==> config.mk <==
export PLATFORM = sky130hd
export DESIGN_NAME = pad_cfg_bank
export DESIGN_NICKNAME = d
export VERILOG_FILES = /design/src/rtl/pad_cfg_pkg.sv /design/src/rtl/pad_lock_ctrl.sv /design/src/rtl/pad_drive_sel.sv /design/src/rtl/pad_pull_sel.sv /design/src/rtl/pad_cfg_bank.sv
export SDC_FILE = /design/constraint.sdc
export NUM_CORES = 1
export LEC_CHECK = 0
export BUFFER_PORTS_ARGS = -buffer_cell sky130_fd_sc_hd__buf_2
export CORE_MARGIN = 4
export CORE_UTILIZATION = 52
export DETAILED_ROUTE_END_ITERATION = 10
export PLACE_DENSITY = 0.82
export SETUP_SLACK_MARGIN = 0.2
export SYNTH_ARGS = -nofsm -noshare
export SYNTH_HDL_FRONTEND = slang
export SYNTH_SLANG_ARGS = --single-unit
==> constraint.sdc <==
create_clock -name clk -period 1.73 [get_ports clk]
set_input_delay 0.2595 -clock clk [delete_from_list [all_inputs] [get_ports clk]]
set_output_delay 0.2595 -clock clk [all_outputs]
set_load 0.02 [all_outputs]
==> src/rtl/pad_cfg_pkg.sv <==
package pad_cfg_pkg;
   localparam logic [31:0] UNLOCK_KEY = 32'h4C4F_434B;
   localparam int unsigned ADDR_W = 4;

   typedef enum logic [ADDR_W-1:0] {
      RG_LOCK   = 4'd0,
      RG_COMMIT = 4'd1,
      RG_ALTF   = 4'd2,
      RG_DEN    = 4'd3,
      RG_PUP    = 4'd4,
      RG_PDN    = 4'd5,
      RG_DRV2   = 4'd6,
      RG_DRV4   = 4'd7,
      RG_DRV8   = 4'd8,
      RG_ODRN   = 4'd9,
      RG_SLEW   = 4'd10
   } reg_sel_e;

   typedef enum logic [1:0] {
      DRV_2MA = 2'd0,
      DRV_4MA = 2'd1,
      DRV_8MA = 2'd2
   } drv_e;
endpackage

==> src/rtl/pad_lock_ctrl.sv <==
module pad_lock_ctrl #(
   parameter int unsigned N = 8,
   parameter logic [N-1:0] COMMIT_RST = '1
) (
   input  logic          clk,
   input  logic          rst_n,
   input  logic          wr_lock,
   input  logic          wr_commit,
   input  logic [31:0]   wdata,
   output logic          locked,
   output logic [N-1:0]  commit
);
   import pad_cfg_pkg::*;

   always_ff @(posedge clk or negedge rst_n) begin
      if (!rst_n) begin
         locked <= 1'b1;
         commit <= COMMIT_RST;
      end else if (wr_lock) begin
         locked <= (wdata != UNLOCK_KEY);
      end else if (wr_commit) begin
         if (!locked) commit <= wdata[N-1:0];
         locked <= 1'b1;
      end
   end
endmodule

==> src/rtl/pad_drive_sel.sv <==
module pad_drive_sel #(
   parameter int unsigned N = 8
) (
   input  logic          clk,
   input  logic          rst_n,
   input  logic          wr_d2,
   input  logic          wr_d4,
   input  logic          wr_d8,
   input  logic [N-1:0]  wbits,
   output logic [N-1:0]  drv2,
   output logic [N-1:0]  drv4,
   output logic [N-1:0]  drv8
);
   import pad_cfg_pkg::*;

   for (genvar i = 0; i < N; i++) begin : g_pin
      drv_e sel_q, sel_d;

      always_comb begin
         sel_d = sel_q;
         if (wr_d2) begin
            if (wbits[i]) sel_d = DRV_2MA;
         end else if (wr_d4) begin
            if (wbits[i])              sel_d = DRV_4MA;
            else if (sel_q == DRV_4MA) sel_d = DRV_2MA;
         end else if (wr_d8) begin
            if (wbits[i])              sel_d = DRV_8MA;
            else if (sel_q == DRV_8MA) sel_d = DRV_2MA;
         end
      end

      always_ff @(posedge clk or negedge rst_n) begin
         if (!rst_n) sel_q <= DRV_2MA;
         else        sel_q <= sel_d;
      end

      assign drv2[i] = (sel_q == DRV_2MA);
      assign drv4[i] = (sel_q == DRV_4MA);
      assign drv8[i] = (sel_q == DRV_8MA);
   end
endmodule

==> src/rtl/pad_pull_sel.sv <==
module pad_pull_sel #(
   parameter int unsigned N = 8
) (
   input  logic          clk,
   input  logic          rst_n,
   input  logic          wr_up,
   input  logic          wr_dn,
   input  logic [N-1:0]  wbits,
   input  logic [N-1:0]  commit,
   output logic [N-1:0]  pull_up,
   output logic [N-1:0]  pull_dn
);
   logic [N-1:0] set_bits;
   assign set_bits = wbits & commit;

   always_ff @(posedge clk or negedge rst_n) begin
      if (!rst_n) begin
         pull_up <= '0;
         pull_dn <= '0;
      end else if (wr_up) begin
         pull_up <= (pull_up & ~commit) | set_bits;
         pull_dn <= pull_dn & ~set_bits;
      end else if (wr_dn) begin
         pull_dn <= (pull_dn & ~commit) | set_bits;
         pull_up <= pull_up & ~set_bits;
      end
   end
endmodule

==> src/rtl/pad_cfg_bank.sv <==
module pad_cfg_bank #(
   parameter int unsigned N = 8,
   parameter logic [N-1:0] COMMIT_RST = '1
) (
   input  logic          clk,
   input  logic          rst_n,
   input  logic          bus_wr,
   input  logic [3:0]    bus_addr,
   input  logic [31:0]   bus_wdata,
   output logic [31:0]   bus_rdata,
   input  logic [N-1:0]  pin_dir,
   output logic [N-1:0]  pad_altf,
   output logic [N-1:0]  pad_den,
   output logic [N-1:0]  pad_pu,
   output logic [N-1:0]  pad_pd,
   output logic [N-1:0]  pad_drv2,
   output logic [N-1:0]  pad_drv4,
   output logic [N-1:0]  pad_drv8,
   output logic [N-1:0]  pad_od,
   output logic [N-1:0]  pad_slew
);
   import pad_cfg_pkg::*;

   if (N < 1 || N > 32) begin : g_bad_width
      $error("pad_cfg_bank: N must lie in 1..32");
   end

   logic          locked_q;
   logic [N-1:0]  commit_q;
   logic [N-1:0]  altf_q, den_q, od_q, slew_q;
   logic [N-1:0]  wbits;
   logic          we_lock, we_commit, we_altf, we_den, we_pup, we_pdn;
   logic          we_d2, we_d4, we_d8, we_od, we_slew;

   assign wbits     = bus_wdata[N-1:0];
   assign we_lock   = bus_wr && (bus_addr == RG_LOCK);
   assign we_commit = bus_wr && (bus_addr == RG_COMMIT);
   assign we_altf   = bus_wr && (bus_addr == RG_ALTF);
   assign we_den    = bus_wr && (bus_addr == RG_DEN);
   assign we_pup    = bus_wr && (bus_addr == RG_PUP);
   assign we_pdn    = bus_wr && (bus_addr == RG_PDN);
   assign we_d2     = bus_wr && (bus_addr == RG_DRV2);
   assign we_d4     = bus_wr && (bus_addr == RG_DRV4);
   assign we_d8     = bus_wr && (bus_addr == RG_DRV8);
   assign we_od     = bus_wr && (bus_addr == RG_ODRN);
   assign we_slew   = bus_wr && (bus_addr == RG_SLEW);

   pad_lock_ctrl #(.N(N), .COMMIT_RST(COMMIT_RST)) u_lock (
      .clk(clk), .rst_n(rst_n), .wr_lock(we_lock), .wr_commit(we_commit),
      .wdata(bus_wdata), .locked(locked_q), .commit(commit_q)
   );

   pad_drive_sel #(.N(N)) u_drive (
      .clk(clk), .rst_n(rst_n), .wr_d2(we_d2), .wr_d4(we_d4), .wr_d8(we_d8),
      .wbits(wbits), .drv2(pad_drv2), .drv4(pad_drv4), .drv8(pad_drv8)
   );

   pad_pull_sel #(.N(N)) u_pull (
      .clk(clk), .rst_n(rst_n), .wr_up(we_pup), .wr_dn(we_pdn),
      .wbits(wbits), .commit(commit_q), .pull_up(pad_pu), .pull_dn(pad_pd)
   );

   // committed registers: masked merge per pin
   always_ff @(posedge clk or negedge rst_n) begin
      if (!rst_n) begin
         altf_q <= '0;
         den_q  <= '0;
      end else begin
         if (we_altf) altf_q <= (altf_q & ~commit_q) | (wbits & commit_q);
         if (we_den)  den_q  <= (den_q  & ~commit_q) | (wbits & commit_q);
      end
   end

   // ungated registers
   always_ff @(posedge clk or negedge rst_n) begin
      if (!rst_n) begin
         od_q   <= '0;
         slew_q <= '0;
      end else begin
         if (we_od)   od_q   <= wbits;
         if (we_slew) slew_q <= wbits;
      end
   end

   assign pad_altf = altf_q;
   assign pad_den  = den_q;
   assign pad_od   = od_q & pin_dir;
   assign pad_slew = slew_q & pad_drv8;

   always_comb begin
      bus_rdata = '0;
      case (bus_addr)
         RG_LOCK:   bus_rdata[0]   = locked_q;
         RG_COMMIT: bus_rdata[N-1:0] = commit_q;
         RG_ALTF:   bus_rdata[N-1:0] = altf_q;
         RG_DEN:    bus_rdata[N-1:0] = den_q;
         RG_PUP:    bus_rdata[N-1:0] = pad_pu;
         RG_PDN:    bus_rdata[N-1:0] = pad_pd;
         RG_DRV2:   bus_rdata[N-1:0] = pad_drv2;
         RG_DRV4:   bus_rdata[N-1:0] = pad_drv4;
         RG_DRV8:   bus_rdata[N-1:0] = pad_drv8;
         RG_ODRN:   bus_rdata[N-1:0] = od_q;
         RG_SLEW:   bus_rdata[N-1:0] = slew_q;
         default:   bus_rdata = '0;
      endcase
   end
endmodule

==> results of run 1 <==
## routing by layer
layer / up-vias / share of wire (%)
li1: 2197 / -
met1: 2443 / 36
met2: 374 / 49
met3: 66 / 11
met4: 0 / 3.2
met5: - / 0
## metrics by stage
step / total power [uW] / utilization, % / setup TNS (ps) / cells
final: 6320 / 77.0 / -1190 / 833
after global routing: 6570 / 77.0 / -1590 / 833
after floorplan: 3680 / - / 0 / 523
after CTS: 6090 / 74.4 / -1030 / 822
after detailed placement: 4520 / 69.1 / -5860 / 794
after global placement: 4440 / 69.1 / -3560 / 794
## how the worst max path moves through the flow
stage | startpoint | endpoint | slack [ps] | depth (start not counted)
after detailed placement | bus_addr[3] | flop | -230 | 6
after global routing | u_drive.g_pin[3].sel_q[1] | bus_rdata[3] | -300 | 4
after global placement | bus_addr[3] | flop | -200 | 6
after floorplan | u_drive.g_pin[3].sel_q[0] | bus_rdata[3] | 170 | 4
final | u_drive.g_pin[3].sel_q[1] | bus_rdata[3] | -250 | 4
after CTS | u_drive.g_pin[3].sel_q[1] | bus_rdata[3] | -260 | 4
## final cells by class
class                           instances  area [um^2]
Clock buffer                           10          138
Clock inverter                          5         56.3
Fill cell                             610         2010
Inverter                               17         63.8
Multi-Input combinational cell        368         2690
Sequential cell                        73         1850
Tap cell                              108          135
Timing Repair Buffer                  252         1780
## report_power, final
group / switching, uW / total [uW] / internal [uW]
Sequential: 349 / 2410 / 2060
Clock: 671 / 1370 / 695
Combinational: 1390 / 2540 / 1150
Total: 2410 / 6320 / 3910
## cells in the mapped netlist (6+ instances only)
cell type and instances:
mux2i_1 18, a221oi_1 6, nand2_1 39, a32o_1 8
o31ai_1 7, dfrtp_1 64, buf_2 12, mux2_2 26
xor2_1 6, o21ai_0 20, nor3_1 10, nand3_1 19
nor2b_1 15, nor2_1 18, clkbuf_1 18, o22ai_1 7
a21oi_1 47, a31oi_1 6, and2_1 21, mux2_1 8
dfstp_2 9, inv_1 17, buf_4 34
## what timing repair did
action	in CTS	in global routing
pin swaps	10	9
gates resized for setup	56	40
setup buffers	12	11
hold endpoints to repair	64	0
endpoints found under the setup margin	26	36
hold buffers	1	0
## worst max-delay path, stage by stage, from the launching register on
cell     delay, ps
dfrtp_2        470
a22oi_2        180
nor2_1          60
or4_4          510
buf_6          150
## cell families after synthesis
| kind of cell | after synthesis |
|---|---|
| buffers and inverters | 82 |
| AOI/OAI and AO/OA | 126 |
| DFF | 73 |
| muxes | 52 |
| xor gates and xnor gates | 6 |
| and+or+nand+nor | 160 |
| other | 1 |
==> qor.yml, run 1 <==
status:
  outcome: "finished with violations"
  violations: "setup timing"
clocking:
  cts_tree: "built"
  path_clk_slew_ps: 70
  clkSinkCount: 73
  h-tree-depth: 3
  clkLatencyLatePin_ps: 350
  cts_made_buffers: 9
  clockBufferDepth: 2
  cts-root-buf: "clkbuf_8"
sta:
  post-route-min-period_ps: 1980
  tightest_slew_ps: 635
  final-setup-viol-count: 8
  hold_viol: 0
  slew_headroom_pct: 57.3
  rsz0062_at_grt: "true"
  final_max_slew_viol_count: 0
  fmax_mhz: 506
  whs_ps: 239
  worst_slack_ps: -248
  period_share_pct: 114
  finClkSkew_ps: 6.46
yosys:
  synth_cells: 500
  synthSimpleGateAreaFrac_pct: 20.1
  ys.flop_type: "dfrtp_1"
  syn_avg_cell_area_um2: 9.31
  yosys_warnings: 0
  ys_top_cells_by_area: "dfrtp_1 34%, mux2_2 6.3%, buf_4 5.5%"
  synth_top_family_by_area: "simple AND/OR/NAND/NOR gates"
  ys_seq_area_share_pct: 39.5
  synth_cell_types: 60
  synth-seq-cells: 73
  async_flop_share_pct: 100
  yosysTopAreaCell: "dfrtp_1"
  synth_compound_area_share_pct: 17.3
  yosys.area.top_type_share_pct: 34.4
  synth_edf_count: 0
  synth_xor_xnor_area_share_pct: 1.13
  synthMuxAreaShare_pct: 12.1
  synth-adder-area-share_pct: 0
  netlist_area_um2: 4660
global_routing:
  antenna_found_initial: 0
  use_met1_pct: 41.4
  gr-total-overflow: 0
  gr-usage-all-layers_pct: 32.2
  met3_usage_pct: 6.22
  grt_start_max_net_pins: 74
  busiest_layer: "met2"
  grt_pass1_wl_mm: 25.8
  grt_pass1_vias: 4820
  globalRouteMet2Util_pct: 52.5
die:
  rows: 34
  die_h_um: 103
  dieArea_um2: 10500
  io_pins: 151
  start_util_pct: 53.4
  die_x_um: 103
  core_um2: 8720
route:
  viasPerCell: 6.10
  antenna_left: 0
  drc: 0
  drt-total-wl_mm: 17.4
  vias: 5080
  drt_iter0_markers: 532
  dr.pass1.iters: 5
  post_drt_wl_per_cell_um: 20.9
worst_setup_path:
  critPathLaunchType: "flop"
  worst_ep_required_time_ps: 1470
  worstPathArrival_ps: 1720
  rr_startpoint: "u_lock.locked"
  reg2reg_depth: 4
  crit_path_end_kind: "output pin"
  rr_endpoint: "u_lock.commit[1]"
  reg2reg_slack_ps: 360
  critPathKind: "reg2out"
  cp_max_fo: 6
placed_design:
  port-buffer-count: 126
  post_dp_cell_area_um2: 6020
  gp_congestion: 0.967
  dpl.hpwl_mm: 12.4
  dp_slack_ps: -228
finish:
  final_common_cell: "buf_4"
  fin_area_um2: 6710
  n_antenna_cell: 0
  finalNetCount: 768
  syn2layout_area_growth_pct: 44.2
  layout-drive-gt1-share_pct: 49.9
  mostFrequentLayoutCells: "118 x buf_4, 105 x buf_2, 55 x dfrtp_1"
min_path:
  hold_path_end: "u_drive.g_pin[4].sel_q[1]"
  hold-path-cell-count: 2
  hp-class: "in2reg"
  hold_start: "bus_wr"
power:
  leakage_uw: 0.00332
  p_per_area_nw_per_um2: 941
  max-vdd-ir-drop_v: 0.000702
run:
  cap_violations: 0
Note: power is estimated with default switching activity, not from simulation.
==> inputs of run 2 (changes only) <==
--- a/config.mk
+++ b/config.mk
@@ -9,8 +9,11 @@
 export CORE_MARGIN = 4
 export CORE_UTILIZATION = 52
 export DETAILED_ROUTE_END_ITERATION = 10
-export PLACE_DENSITY = 0.82
+export GPL_TIMING_DRIVEN = 0
+export MAX_ROUTING_LAYER = met4
+export PLACE_DENSITY = 0.81
 export SETUP_SLACK_MARGIN = 0.2
 export SYNTH_ARGS = -nofsm -noshare
 export SYNTH_HDL_FRONTEND = slang
+export SYNTH_HIERARCHICAL = 1
 export SYNTH_SLANG_ARGS = --single-unit
==> qor.yml, run 2 <==
status:
  outcome: "finished with violations"
  violations: "setup timing"
die:
  io_pins: 151
  rows: 34
  die_h_um: 104
  core_um2: 8810
  dieArea_um2: 10700
  start_util_pct: 53.9
  die_x_um: 104
yosys:
  yosys.area.top_type_share_pct: 33.7
  synth_most_common_cell: "dfrtp_1"
  ys_top_cells_by_area: "dfrtp_1 34%, mux2_2 5.9%, dfstp_2 5.0%"
  ys_seq_area_share_pct: 38.7
  synth_cells: 481
  yosys_warnings: 6
  synth_edf_count: 0
  syn_avg_cell_area_um2: 9.87
  synth-seq-cells: 73
  synth_cell_types: 60
  netlist_area_um2: 4750
  synthTopCellsByCount: "64 x dfrtp_1, 32 x a21oi_1, 32 x nor2_1"
  yosysTopAreaCell: "dfrtp_1"
  async_flop_share_pct: 100
  ys.flop_type: "dfrtp_1"
clocking:
  cts_made_buffers: 9
  cts_hold_buf: 0
  clkSinkCount: 73
  clkLatencyLatePin_ps: 360
  cts_tree: "built"
  cts-root-buf: "clkbuf_8"
  clockBufferDepth: 2
  path_clk_slew_ps: 90
  h-tree-depth: 3
worst_setup_path:
  cp_max_fo: 3
  crit_path_end_kind: "output pin"
  critPathKind: "reg2out"
  crit_family: "simple AND/OR/NAND/NOR gates"
  crit_path_top_delay_cell: "or4_4"
  critical_path_buf_inv_count: 1
  cp_cell_sequence: "nor2b_4, mux2i_2, o32ai_2, or4_4, buf_6"
  worstPathArrival_ps: 1770
  critPathLaunchType: "flop"
  cpPeakStageDelay_ps: 440
  worst_ep_required_time_ps: 1470
finish:
  mostFrequentLayoutCells: "100 x buf_2, 79 x buf_4, 52 x dfrtp_1"
  syn2layout_area_growth_pct: 48.2
  layout-drive-gt1-share_pct: 59.0
  finalNetCount: 747
  final_common_cell: "buf_2"
  fillers: 544
  stdcell_count: 813
  n_antenna_cell: 0
  final_util_pct: 79.9
sta:
  rsz0062_at_grt: "true"
  tightest_slew_ps: 932
  slew_headroom_pct: 37.9
  final-setup-viol-count: 8
  worst_slack_ps: -302
  setup_tns_ps: -1650
  final_max_slew_viol_count: 0
  finClkSkew_ps: 17.6
  whs_ps: 47.0
  period_share_pct: 117
  fmax_mhz: 492
  post-route-min-period_ps: 2030
  hold_viol: 0
power:
  power_frac_comb_pct: 37.6
  pwr-share-clk_pct: 22.9
  p_int_uw: 3760
  p_seq_share_pct: 39.5
  max-vdd-ir-drop_v: 0.000579
  p_per_area_nw_per_um2: 846
  leakage_uw: 0.00332
  swShare_pct: 36.9
  switching_power_uw: 2200
route:
  post_drt_wl_per_cell_um: 21.3
  drt_iter0_markers: 458
  antenna_left: 0
  vias: 4954
  drt-total-wl_mm: 17.3
  viasPerCell: 6.09
  drc: 0
  dr.pass1.iters: 5
global_routing:
  grt_start_max_net_pins: 74
  grt_pass1_vias: 4835
  gr-usage-all-layers_pct: 30.1
  grt_pass1_wl_mm: 25.3
  gr-total-overflow: 0
  antenna_found_initial: 0
placed_design:
  port-buffer-count: 125
  gp_congestion: 0.896
  dp_slack_ps: -393
  dp_cells: 737
  dpl.hpwl_mm: 11.1
min_path:
  hp-class: "in2async"
run:
  cap_violations: 0
run 2: metrics by stage:
stage	area (um^2)	power [uW]
after CTS	6560	5630
after global placement	5760	3920
after detailed placement	5760	3980
after global routing	7040	6220
after floorplan	4990	3360
final	7040	5950
run 2: final timing paths:
check	slack (ps)	end	from	cells past startpoint
worst max-delay path	-300	bus_rdata[3]	u_drive/g_pin[3].sel_q[0]	5
worst min-delay path	50	async pin	rst_n	1
worst max register to register	540	flop	u_lock/commit[4]	3
worst min register to register	540	flop	flop	1
max in group asynchronous	1010	u_drive/g_pin[3].sel_q[0]	rst_n	1
min in group clk	130	u_lock/locked	bus_wdata[17]	2
run 2: cells by family after synthesis:
family,after synthesis,synth area share (%)
buffers and inverters,62,8.88
DFF,73,38.7
and+or+nand+nor,162,20.0
other,1,0.0790
AOI/OAI and AO/OA,126,19.3
muxes,57,13.1
run 2: cell type report:
cell class	instances	area (um^2)	share of cell area, %
clock buffers	10	128	1.81
multi-input cells	369	3020	43.0
plain buffers	46	459	6.53
inverters	16	62.6	0.889
well taps	108	135	1.92
clock inverters	6	66.3	0.943
flip-flops and latches	73	1850	26.3
repair buffers	185	1310	18.6
run 2: layer usage:
metal	GRT usage (%)	part of all wire, %	wire length, um
met1	37.3	39	6820
met4	11.0	3.5	611
met3	6.41	8.7	1500
met5	-	0	0
met2	48.8	48	8360
run 2: what timing repair did:
| action | in CTS | in global routing |
|---|---|---|
| gates cloned | 2 | 1 |
| buffers inserted | 40 | 17 |
| endpoints found under the setup margin | 36 | 52 |
| pin swaps | 19 | 25 |
| gates resized for setup | 72 | 108 |
run 2: worst reg2reg max path, cell delays in order (launching register included):
cell and delay, ps:
dfstp_2 550, buf_4 150, nand2_2 70, mux2_4 310
run 2: power groups by stage:
stage / Combinational [uW] / Clock [uW] / Sequential (uW)
2_1_floorplan: 1020 / 0 / 2330
3_3_place_gp: 1600 / 0 / 2320
3_5_place_dp: 1640 / 0 / 2340
4_1_cts: 1960 / 1370 / 2290
5_1_grt: 2360 / 1470 / 2380
6_report: 2240 / 1370 / 2350
